===== src/rtl/irq_route_pkg.sv =====
package irq_route_pkg;
  localparam int unsigned NUM_LINES  = 32;
  localparam int unsigned ROUTE_W    = $clog2(NUM_LINES);
  localparam int unsigned LEG_LINE_A = 0;
  localparam int unsigned LEG_LINE_B = 8;
  typedef logic [NUM_LINES-1:0] line_vec_t;
endpackage


===== src/rtl/irq_hold_cell.sv =====
module irq_hold_cell (
  input  logic clk_i,
  input  logic rst_ni,
  input  logic set_i,
  input  logic clr_i,
  input  logic ie_i,
  input  logic glb_en_i,
  input  logic level_i,
  output logic active_o
);
  logic en, fire, held_q, held_d;

  assign en   = ie_i & glb_en_i;
  assign fire = set_i & en;

  always_comb begin
    if (!level_i)            held_d = 1'b0;
    else if (fire)           held_d = 1'b1;
    else if (set_i || clr_i) held_d = 1'b0;
    else                     held_d = held_q;
  end

  always_ff @(posedge clk_i or negedge rst_ni) begin
    if (!rst_ni) held_q <= 1'b0;
    else         held_q <= held_d;
  end

  // next-state view so the registered line follows the request by one cycle
  assign active_o = en & (held_d | (fire & ~level_i));
endmodule


===== src/rtl/irq_route_steer.sv =====
module irq_route_steer
  import irq_route_pkg::*;
#(
  parameter int unsigned TIMER_IDX = 0
) (
  input  logic [ROUTE_W-1:0] route_i,
  input  logic               legacy_i,
  input  logic               active_i,
  output line_vec_t          lines_o
);
  logic [ROUTE_W-1:0] sel;

  generate
    if (TIMER_IDX == 0) begin : g_fix_a
      assign sel = legacy_i ? ROUTE_W'(LEG_LINE_A) : route_i;
    end else if (TIMER_IDX == 1) begin : g_fix_b
      assign sel = legacy_i ? ROUTE_W'(LEG_LINE_B) : route_i;
    end else begin : g_free
      logic unused_leg;
      assign unused_leg = legacy_i;
      assign sel = route_i;
    end
  endgenerate

  always_comb begin
    lines_o      = '0;
    lines_o[sel] = active_i;
  end
endmodule


===== src/rtl/irq_legacy_gate.sv =====
module irq_legacy_gate
  import irq_route_pkg::*;
(
  input  logic      clk_i,
  input  logic      rst_ni,
  input  logic      legacy_i,
  input  logic      pit_i,
  input  logic      rtc_i,
  output logic      enter_o,
  output logic      exit_o,
  output logic      rtc_lvl_o,
  output logic      pit_en_o,
  output line_vec_t pass_o
);
  logic leg_q, rtc_q, pit_en_q;

  assign enter_o = legacy_i & ~leg_q;
  assign exit_o  = ~legacy_i & leg_q;

  always_ff @(posedge clk_i or negedge rst_ni) begin
    if (!rst_ni) begin
      leg_q    <= 1'b0;
      rtc_q    <= 1'b0;
      pit_en_q <= 1'b1;
    end else begin
      leg_q <= legacy_i;
      rtc_q <= rtc_i;
      if (enter_o)     pit_en_q <= 1'b0;
      else if (exit_o) pit_en_q <= 1'b1;
    end
  end

  always_comb begin
    pass_o = '0;
    if (!legacy_i) begin
      pass_o[LEG_LINE_A] = pit_i;
      pass_o[LEG_LINE_B] = rtc_i;
    end
  end

  assign rtc_lvl_o = rtc_q;
  assign pit_en_o  = pit_en_q;
endmodule


===== src/rtl/irq_route_sel.sv =====
module irq_route_sel
  import irq_route_pkg::*;
#(
  parameter int unsigned NUM_TIMERS = 4
) (
  input  logic                          clk_i,
  input  logic                          rst_ni,
  input  logic                          glb_en_i,
  input  logic                          legacy_mode_i,
  input  logic [NUM_TIMERS-1:0]         tmr_set_i,
  input  logic [NUM_TIMERS-1:0]         tmr_clr_i,
  input  logic [NUM_TIMERS-1:0]         tmr_ie_i,
  input  logic [NUM_TIMERS-1:0]         tmr_level_i,
  input  logic [NUM_TIMERS*ROUTE_W-1:0] tmr_route_i,
  input  logic                          pit_irq_i,
  input  logic                          rtc_irq_i,
  output logic [NUM_LINES-1:0]          irq_o,
  output logic                          pit_en_o
);
  line_vec_t tmr_lines [NUM_TIMERS];
  line_vec_t pass_lines, lines_d, irq_q;
  logic      enter, leave, rtc_lvl;

  for (genvar t = 0; t < NUM_TIMERS; t++) begin : g_tmr
    logic active;
    irq_hold_cell u_cell (
      .clk_i    (clk_i),
      .rst_ni   (rst_ni),
      .set_i    (tmr_set_i[t]),
      .clr_i    (tmr_clr_i[t]),
      .ie_i     (tmr_ie_i[t]),
      .glb_en_i (glb_en_i),
      .level_i  (tmr_level_i[t]),
      .active_o (active)
    );
    irq_route_steer #(.TIMER_IDX(t)) u_steer (
      .route_i  (tmr_route_i[t*ROUTE_W +: ROUTE_W]),
      .legacy_i (legacy_mode_i),
      .active_i (active),
      .lines_o  (tmr_lines[t])
    );
  end

  irq_legacy_gate u_leg (
    .clk_i     (clk_i),
    .rst_ni    (rst_ni),
    .legacy_i  (legacy_mode_i),
    .pit_i     (pit_irq_i),
    .rtc_i     (rtc_irq_i),
    .enter_o   (enter),
    .exit_o    (leave),
    .rtc_lvl_o (rtc_lvl),
    .pit_en_o  (pit_en_o),
    .pass_o    (pass_lines)
  );

  always_comb begin
    lines_d = pass_lines;
    for (int t = 0; t < NUM_TIMERS; t++) lines_d = lines_d | tmr_lines[t];
    // one cycle of forced values on mode edges
    if (enter) begin
      lines_d[LEG_LINE_A] = 1'b0;
      lines_d[LEG_LINE_B] = 1'b0;
    end else if (leave) begin
      lines_d[LEG_LINE_A] = 1'b0;
      lines_d[LEG_LINE_B] = rtc_lvl;
    end
  end

  always_ff @(posedge clk_i or negedge rst_ni) begin
    if (!rst_ni) irq_q <= '0;
    else         irq_q <= lines_d;
  end

  assign irq_o = irq_q;
endmodule


===== config.mk =====
export PLATFORM = sky130hd
export DESIGN_NAME = irq_route_sel
export DESIGN_NICKNAME = d
export VERILOG_FILES = /design/src/rtl/irq_route_pkg.sv /design/src/rtl/irq_hold_cell.sv /design/src/rtl/irq_route_steer.sv /design/src/rtl/irq_legacy_gate.sv /design/src/rtl/irq_route_sel.sv
export SDC_FILE = /design/constraint.sdc
export NUM_CORES = 1
export LEC_CHECK = 0
export ABC_AREA = 1
export ABC_CLOCK_PERIOD_IN_PS = 1800
export BUFFER_PORTS_ARGS = -buffer_cell sky130_fd_sc_hd__buf_2
export CORE_ASPECT_RATIO = 1.2
export CORE_MARGIN = 1
export CORE_UTILIZATION = 43
export CTS_CLUSTER_SIZE = 8
export DETAILED_ROUTE_END_ITERATION = 10
export PLACE_DENSITY = 0.68
export RECOVER_POWER = 100
export SLEW_MARGIN = 15
export SYNTH_ARGS = -nofsm -noshare
export SYNTH_HDL_FRONTEND = slang
export SYNTH_SLANG_ARGS = --single-unit

===== constraint.sdc =====
create_clock -name clk_i -period 1.8 [get_ports clk_i]
set_clock_uncertainty 0.15 [all_clocks]
set_input_delay 0.18 -clock clk_i [delete_from_list [all_inputs] [get_ports clk_i]]
set_output_delay 0.18 -clock clk_i [all_outputs]
set_load 0.01 [all_outputs]

==> impl_metrics.toml, run 1 <==
[finish]
multi_input_area_um2 = 1370
fillCellCount = 608
stdcell_area_um2 = 3250
nets = 511
drive_above_1_share_pct = 15.0
seqCellArea_um2 = 977
num_antenna_cells = 0
area_delta_synth_final_pct = 24.4
final_util_pct = 56.5
finalNonFillerCells = 548

[floorplanning]
fp-row-count = 30
initial_core_util_pct = 45.4
pin_count = 75
die_w_um = 73.1
die_y_um = 87.3
core_region_area_um2 = 5740
die_area_um2 = 6390

[detailed_routing]
drtPass1Iterations = 6
ant_nets = 0
dr_total_vias = 3076
remaining_drc_errors = 0
vias_per_cell = 5.61
drt_iter0_drc = 499
wl_per_cell_um = 15.5
wirelength_um = 8490

[clock_tree]
cts_root_buffer = "clkbuf_8"
clockBufferDepth = 2
clock_sinks = 39
clkLatencyLatePin_ns = 0.30
h-tree-depth = 2
clk_pin_slew_ns = 0.08
cts_resized = 0
cts_tree = "built"
cts_buffers = 5

[placement]
pre_cts_ws_ns = 0.0882
place_area_um2 = 3160
place_congestion = 0.954
dp_hpwl_um = 5980
dp.cells = 532
portBuffers = 74

[logic_synthesis]
synth_common_cells = "nand3_1 (114), nand2_1 (64), inv_1 (41), dfrtp_1 (38), nor2_1 (34)"
yosys_warnings = 0
synth.area.top_cells = "dfrtp_1 (36%), nand3_1 (22%), nand2_1 (9.2%)"
seq_area_frac_synth_pct = 37.4
synth_edf_count = 0
syn_area_um2 = 2610
ys_seq_elements = 39
async_reset_ff_share_pct = 100
synth_nets = 414
yosysUniqueCellTypes = 23
synth_most_common_cell = "nand3_1"
syn_avg_cell_area_um2 = 7.05
yosys.area.top_type_share_pct = 36.4
ys.flop_type = "dfrtp_1"
yosysTopAreaCell = "dfrtp_1"
synth_cells = 370

[global_route]
grt_antenna_before_repair = 0
grt_max_degree = 40
grtUsageMet2_pct = 43.3
grt_most_used_layer = "met2"
met1_usage_pct = 38.0
grt_use_total_pct = 28.3
grt_pass1_vias = 2819
use_met3_pct = 5.56
grt_remaining_overflow = 0
grt_pass1_wl_um = 13700

[worst_hold_path]
holdPathStages = 4
min_to = "g_tmr[1].u_cell.held_q"
hp-class = "primary input to flop"
hold_start = "tmr_clr_i[1]"

[timing]
maxSlewViolCount = 0
layout_setup_ws_ns = 0.128
fmax_mhz = 598
finalCriticalPeriod_ns = 1.67
holdWs_ns = 0.0155
setup_violations = 0
tightest_slew_ns = 0.987
grt_setup_unrepaired = "no"
hold_violations = 0
slew_headroom_pct = 34.2
tns_ns = 0
period_share_pct = 92.9

[critical_path]
slowest_stage = "dlygate4sd3_1"
required_ns = 1.88
arrival_ns = 1.76
rrSetupSlack_ns = 0.28
critPathMostFrequentCell = "nand2_1"
end_kind = "flop"
crit_path_start_kind = "primary input"
critPathKind = "primary input to flop"
reg2reg_from = "g_tmr[0].u_cell.held_q"
path_max_fanout = 4
ff2ff_path_depth = 6
path_cells = "dlygate4sd3_1, clkbuf_1, nand3_1, nand2_1, nand2_1, nor3_1, nand2_1, nand4_1"
crit_path_max_incr_delay_ns = 0.52
rr_endpoint = "irq_o[27]"
startpoint = "tmr_level_i[0]"

[power]
switchingPower_mw = 0.571
p_int_mw = 1.29
pwr_density_cell_nw_per_um2 = 573
clkPwrFrac_pct = 31.5
p_sw_share_pct = 30.7
max-vdd-ir-drop_v = 0.000375
pwr-share-comb_pct = 19.9
total_power_mw = 1.86
p_seq_share_pct = 48.5
p_leak_nw = 1.62

[flow_run]
cap_viol_max_count = 0

[status]
status = "completed"
[flip-flops by register name, summed over array words and instances (netlist names)]
name                 cells
irq_o                   32
u_leg.pit_en_o           1
u_leg.leg_q              1
u_leg.rtc_lvl_o          1
g_tmr.u_cell.held_q      4
[logic make-up after synthesis]
family,synth area share (%)
and+or+nand+nor,48.1
buffers and inverters,9.92
DFF,37.4
AOI/OAI and AO/OA,3.60
adders and majority gates,0.959
[cells in the final DEF (no fill, tap or decap), drive strengths merged]
cell,Yosys,layout
nand4,30,30
buf,10,53
dfstp,1,1
o21ai,6,6
nor3,16,16
clkinv,1,1
ha,2,2
nor2,36,36
dlygate4sd3,0,8
inv,42,43
nand2,65,65
nand3,117,117
a21boi,3,3
dfrtp,38,38
clkbuf,0,46
a21oi,3,3
[worst max path at each step]
stage,slack [ns],end,cells after the start
floorplan,0.60,irq_o[12],7
global placement,0.20,irq_o[27],8
detailed placement,0.09,irq_o[27],8
CTS,0.17,irq_o[8],10
global route,0.03,irq_o[27],8
finish,0.13,irq_o[27],8
[cell type report]
| type | count | share of cell area, % |
|---|---|---|
| sequential | 39 | 30.1 |
| timing repair buffer | 100 | 17.3 |
| clock buffer | 7 | 2.35 |
| tap | 80 | 3.08 |
| inverter | 43 | 4.97 |
| multi-input combinational | 278 | 42.1 |
| clock inverter | 1 | 0.154 |
[repair_timing]
action                     4_1_cts  5_1_grt
setup endpoints to repair        0        0
hold buffers                     8        0
buffers inserted                 0        0
hold endpoints to repair        45        0
[worst max-delay path: cells and delay by family]
| family | cells | cell delay (ns) |
|---|---|---|
| simple gates | 6 | 0.95 |
| buf+inv | 2 | 0.63 |
[power by group through the flow]
stage               clock network, mW  registers (mW)  logic (mW)
finish                          0.587           0.903       0.371
global route                    0.635           0.905       0.407
CTS                             0.600           0.903       0.375
detailed placement                  0           0.920       0.360
global placement                    0           0.920       0.360
floorplan                           0           0.928       0.176
[per-layer routing]
metal / vias to the layer above / part of all wire (%)
li1: 1463 / -
met4: 0 / 3.4
met1: 1368 / 41
met5: - / 0
met2: 213 / 45
met3: 32 / 11
Note: power is estimated with default switching activity, not from simulation.
==> run 2, diff against run 1 <==
--- a/config.mk
+++ b/config.mk
@@ -10,10 +10,10 @@
 export BUFFER_PORTS_ARGS = -buffer_cell sky130_fd_sc_hd__buf_2
 export CORE_ASPECT_RATIO = 1.2
 export CORE_MARGIN = 1
-export CORE_UTILIZATION = 43
+export CORE_UTILIZATION = 56
 export CTS_CLUSTER_SIZE = 8
 export DETAILED_ROUTE_END_ITERATION = 10
-export PLACE_DENSITY = 0.68
+export PLACE_DENSITY = 0.85
 export RECOVER_POWER = 100
 export SLEW_MARGIN = 15
 export SYNTH_ARGS = -nofsm -noshare
==> impl_metrics.toml, run 2 (synthesized netlist as in run 1, its figures left out) <==
[status]
status = "finished, violations left"
violations = "negative hold slack"

[clock_tree]
cts_root_buffer = "clkbuf_8"
clockBufferDepth = 2
h-tree-depth = 2
clkLatencyLatePin_ns = 0.29
post_cts_buffers = 0
cts_tree = "built"
clk_pin_slew_ns = 0.08
cts_buffers = 5
clock_sinks = 39

[finish]
drive_above_1_share_pct = 14.7
final_util_pct = 73.3
mostFrequentLayoutCell = "nand3_1"
area_delta_synth_final_pct = 22.5
nets = 507
finalNonFillerCells = 520
num_antenna_cells = 0
final_cell_mix = "nand3_1 (114), nand2_1 (65), inv_1 (41)"
largest_reg_flops = 32

[worst_hold_path]
hp-class = "primary input to flop"

[detailed_routing]
wl_per_cell_um = 16.3
drtPass1Iterations = 6
dr_total_vias = 3125
wirelength_um = 8490
vias_per_cell = 6.01
ant_nets = 0
drt_iter0_drc = 553
remaining_drc_errors = 0

[global_route]
grt_pass1_wl_um = 14100
grt_use_total_pct = 36.9
grt_remaining_overflow = 0
grt_antenna_before_repair = 0
grt_max_degree = 33
grt_pass1_vias = 3067

[critical_path]
path_buf_inv = 2
crit_path_start_kind = "primary input"
crit_path_max_incr_delay_ns = 0.53
slowest_stage = "dlygate4sd3_1"
cp_top_family = "simple AND/OR/NAND/NOR gates"
critPathMostFrequentCell = "nand2_1"
arrival_ns = 1.69
path_max_fanout = 8
path_cells = "dlygate4sd3_1, clkbuf_1, nand3_1, nand2_1, nand2_1, nor2_2, nand2_1, nand4_1"
critPathKind = "primary input to flop"
end_kind = "flop"
required_ns = 1.86

[floorplanning]
die_y_um = 76.8
fp-row-count = 26
die_area_um2 = 4940
initial_core_util_pct = 59.9
core_region_area_um2 = 4360
die_w_um = 64.3
pin_count = 75

[power]
p_leak_nw = 1.61
max-vdd-ir-drop_v = 0.000463
pwr_density_cell_nw_per_um2 = 583

[placement]
place_congestion = 0.967
dp.cells = 506
dp_hpwl_um = 6150
pre_cts_ws_ns = 0.165
portBuffers = 74

[timing]
hold_violations = 1
tns_ns = 0
fmax_mhz = 615
layout_setup_ws_ns = 0.174
slew_headroom_pct = 29.3
period_share_pct = 90.3
tightest_slew_ns = 1.06
maxSlewViolCount = 0
holdWs_ns = -0.00194
grt_setup_unrepaired = "no"
finalCriticalPeriod_ns = 1.63
setup_violations = 0

[flow_run]
cap_viol_max_count = 0
-- run 2: layer usage --
layer / wire, um / share of wire, % / vias up / GRT usage, %
li1: - / - / 1455 / -
met1: 3070 / 36 / 1376 / 46.3
met2: 3930 / 46 / 231 / 58.0
met3: 936 / 11 / 63 / 6.99
met4: 551 / 6.5 / 0 / 22.4
met5: 0 / 0 / - / 0
-- run 2: worst paths after layout --
path / cells after the start / slack, ns / start / endpoint
setup reg to reg: 6 / 0.38 / g_tmr[0].u_cell.held_q / irq_o[29]
max in group asynchronous: 3 / 0.39 / rst_ni / irq_o[25]
hold / removal: 2 / -0.002 / tmr_level_i[3] / g_tmr[3].u_cell.held_q
hold reg to reg: 2 / 0.38 / u_leg.rtc_lvl_o / irq_o[8]
min in group asynchronous: 2 / 0.44 / rst_ni / u_leg.rtc_lvl_o
setup / recovery: 8 / 0.17 / tmr_level_i[1] / irq_o[26]
-- run 2: cell type report --
type | instances | area [um^2]
clock buffers | 7 | 76.3
inverters | 43 | 161
fillers | 398 | 1160
multi-input cells | 278 | 1370
flip-flops and latches | 39 | 977
well taps | 56 | 70.1
clock inverters | 1 | 5.00
repair buffers | 96 | 539
-- run 2: repair_timing --
action                                 CTS  global route
endpoints found under the hold margin   20             1
hold buffers                             5             1
resized for setup                        0             0
-- run 2: metrics by stage --
| stage | cell area [um^2] | power, mW |
|---|---|---|
| 3_3_place_gp | 3110 | 1.27 |
| 2_1_floorplan | 2610 | 1.10 |
| 4_1_cts | 3240 | 1.85 |
| 5_1_grt | 3200 | 1.92 |
| 6_report | 3200 | 1.86 |
| 3_5_place_dp | 3110 | 1.28 |
-- run 2: power breakdown --
part | switching [mW] | internal (mW) | total [mW]
combinational | 0.253 | 0.120 | 0.373
sequential | 0.00802 | 0.896 | 0.904
clock | 0.313 | 0.273 | 0.586
total | 0.575 | 1.29 | 1.86
==> run 3, diff against run 2 <==
--- a/config.mk
+++ b/config.mk
@@ -10,10 +10,11 @@
 export BUFFER_PORTS_ARGS = -buffer_cell sky130_fd_sc_hd__buf_2
 export CORE_ASPECT_RATIO = 1.2
 export CORE_MARGIN = 1
-export CORE_UTILIZATION = 56
+export CORE_UTILIZATION = 49
 export CTS_CLUSTER_SIZE = 8
 export DETAILED_ROUTE_END_ITERATION = 10
-export PLACE_DENSITY = 0.85
+export GPL_TIMING_DRIVEN = 0
+export PLACE_DENSITY = 0.76
 export RECOVER_POWER = 100
 export SLEW_MARGIN = 15
 export SYNTH_ARGS = -nofsm -noshare
==> impl_metrics.toml, run 3 (synthesized netlist as in run 1, its figures left out) <==
[power]
p_leak_nw = 1.59
pwr_density_cell_nw_per_um2 = 593
max-vdd-ir-drop_v = 0.000391

[global_route]
grt_antenna_before_repair = 0
grt_use_total_pct = 34.2
grt_max_degree = 40
grt_pass1_wl_um = 13800
grt_pass1_vias = 2807
grt_remaining_overflow = 0

[critical_path]
end_kind = "flop"
rr_endpoint = "irq_o[29]"
rrSetupSlack_ns = 0.33
ff2ff_path_depth = 6
critPathMostFrequentCell = "nand3_1"
crit_path_start_kind = "primary input"
arrival_ns = 1.72
path_max_fanout = 10
critPathKind = "primary input to flop"
required_ns = 1.87
slowest_stage = "dlygate4sd3_1"
path_cells = "dlygate4sd3_1, buf_2, nand3_1, nand2_1, nand2_2, inv_1, buf_6, nand3_1, nand4_1"
crit_path_max_incr_delay_ns = 0.52
reg2reg_from = "g_tmr[0].u_cell.held_q"

[clock_tree]
cts_root_buffer = "clkbuf_8"
cts_resized = 0
cts_tree = "built"
clk_pin_slew_ns = 0.07
clock_sinks = 39
clkLatencyLatePin_ns = 0.29
post_cts_buffers = 0
cts_buffers = 5
clockBufferDepth = 2
h-tree-depth = 2

[finish]
largest_reg_flops = 32
mostFrequentLayoutCell = "nand3_1"
area_delta_synth_final_pct = 21.7
seqCellArea_um2 = 977
nets = 503
num_antenna_cells = 0
final_cell_mix = "nand3_1 (114), nand2_1 (64), inv_1 (42)"
drive_above_1_share_pct = 14.2
multi_input_area_um2 = 1370
fillCellCount = 500

[timing]
tns_ns = 0
slew_headroom_pct = 36.6
setup_violations = 0
maxSlewViolCount = 0
fmax_mhz = 606
hold_violations = 0
tightest_slew_ns = 0.951
period_share_pct = 91.7
finalCriticalPeriod_ns = 1.65
grt_setup_unrepaired = "no"
holdWs_ns = 0.0117

[floorplanning]
fp-row-count = 28
pin_count = 75
core_region_area_um2 = 5040
die_w_um = 68.6
die_area_um2 = 5620
initial_core_util_pct = 51.7
die_y_um = 82.0

[detailed_routing]
wirelength_um = 8970
wl_met2_um = 4170
drt_iter0_drc = 459
dr.max_layer_used = "met4"
drtPass1Iterations = 6
met1_length_um = 3400
remaining_drc_errors = 0
ant_nets = 0
dr_total_vias = 3142
wl_met3_um = 1030
vias_per_cell = 6.05
wl_per_cell_um = 17.3

[placement]
portBuffers = 74
dp_hpwl_um = 6460
place_congestion = 0.956

[status]
status = "completed"

[worst_hold_path]
hold_start = "tmr_clr_i[1]"
min_to = "g_tmr[1].u_cell.held_q"
hp-class = "primary input to flop"
holdPathStages = 4

[flow_run]
cap_viol_max_count = 0
## run 3: cell types whose count changed in the layout (fill, tap and decap cells not counted), sizes merged
cell | previous run | this run
buf | 52 | 46
clkbuf | 45 | 44
dlygate4sd3 | 6 | 8
## run 3: timing repair
item                                    CTS  global route
endpoints found under the setup margin    0             0
endpoints found under the hold margin    44             0
hold buffers                              8             0
## run 3: routing by layer
layer  track usage [%]  up-vias
li1                  -     1446
met4              15.4        0
met2              56.6      224
met1              42.6     1421
met3              6.11       51
met5                 0        -
## run 3: worst max path at each step
stage,cells after the start,slack (ns),from,end
6_report,9,0.15,tmr_level_i[1],irq_o[17]
5_1_grt,8,0.04,tmr_level_i[1],irq_o[18]
4_1_cts,8,0.20,tmr_level_i[1],irq_o[18]
3_5_place_dp,6,0.12,legacy_mode_i,irq_o[29]
3_3_place_gp,6,0.13,legacy_mode_i,irq_o[29]
2_1_floorplan,7,0.60,g_tmr[1].u_cell.held_q,irq_o[12]
## run 3: per-stage QoR
step / total power [mW] / std cells / cell area [um^2] / setup slack (ns) / util [%]
CTS: 1.89 / 519 / 3220 / 0.196 / 63.9
global placement: 1.26 / 504 / 3060 / 0.130 / 60.6
global route: 1.95 / 519 / 3180 / 0.0425 / 62.9
floorplan: 1.10 / 370 / 2610 / 0.600 / -
finish: 1.88 / 519 / 3180 / 0.149 / 62.9
detailed placement: 1.27 / 504 / 3060 / 0.125 / 60.6
## run 3: critical path, delay by kind of cell
family                 cells  cell delay (ns)
buffers and inverters      4             1.07
and+or+nand+nor            5             0.47
## run 3: final cells by class
class	instances	area share, %
multi-input cells	278	43.3
inverters	43	5.08
clock inverters	1	0.158
well taps	60	2.36
plain buffers	10	2.99
clock buffers	6	2.60
repair buffers	82	12.8
flip-flops and latches	39	30.8
## run 3: power by group
group / internal [mW] / switching (mW) / leakage [nW]
Combinational: 0.109 / 0.259 / 1.01
Sequential: 0.897 / 0.00623 / 0.532
Clock: 0.301 / 0.309 / 0.0470
Total: 1.31 / 0.574 / 1.59
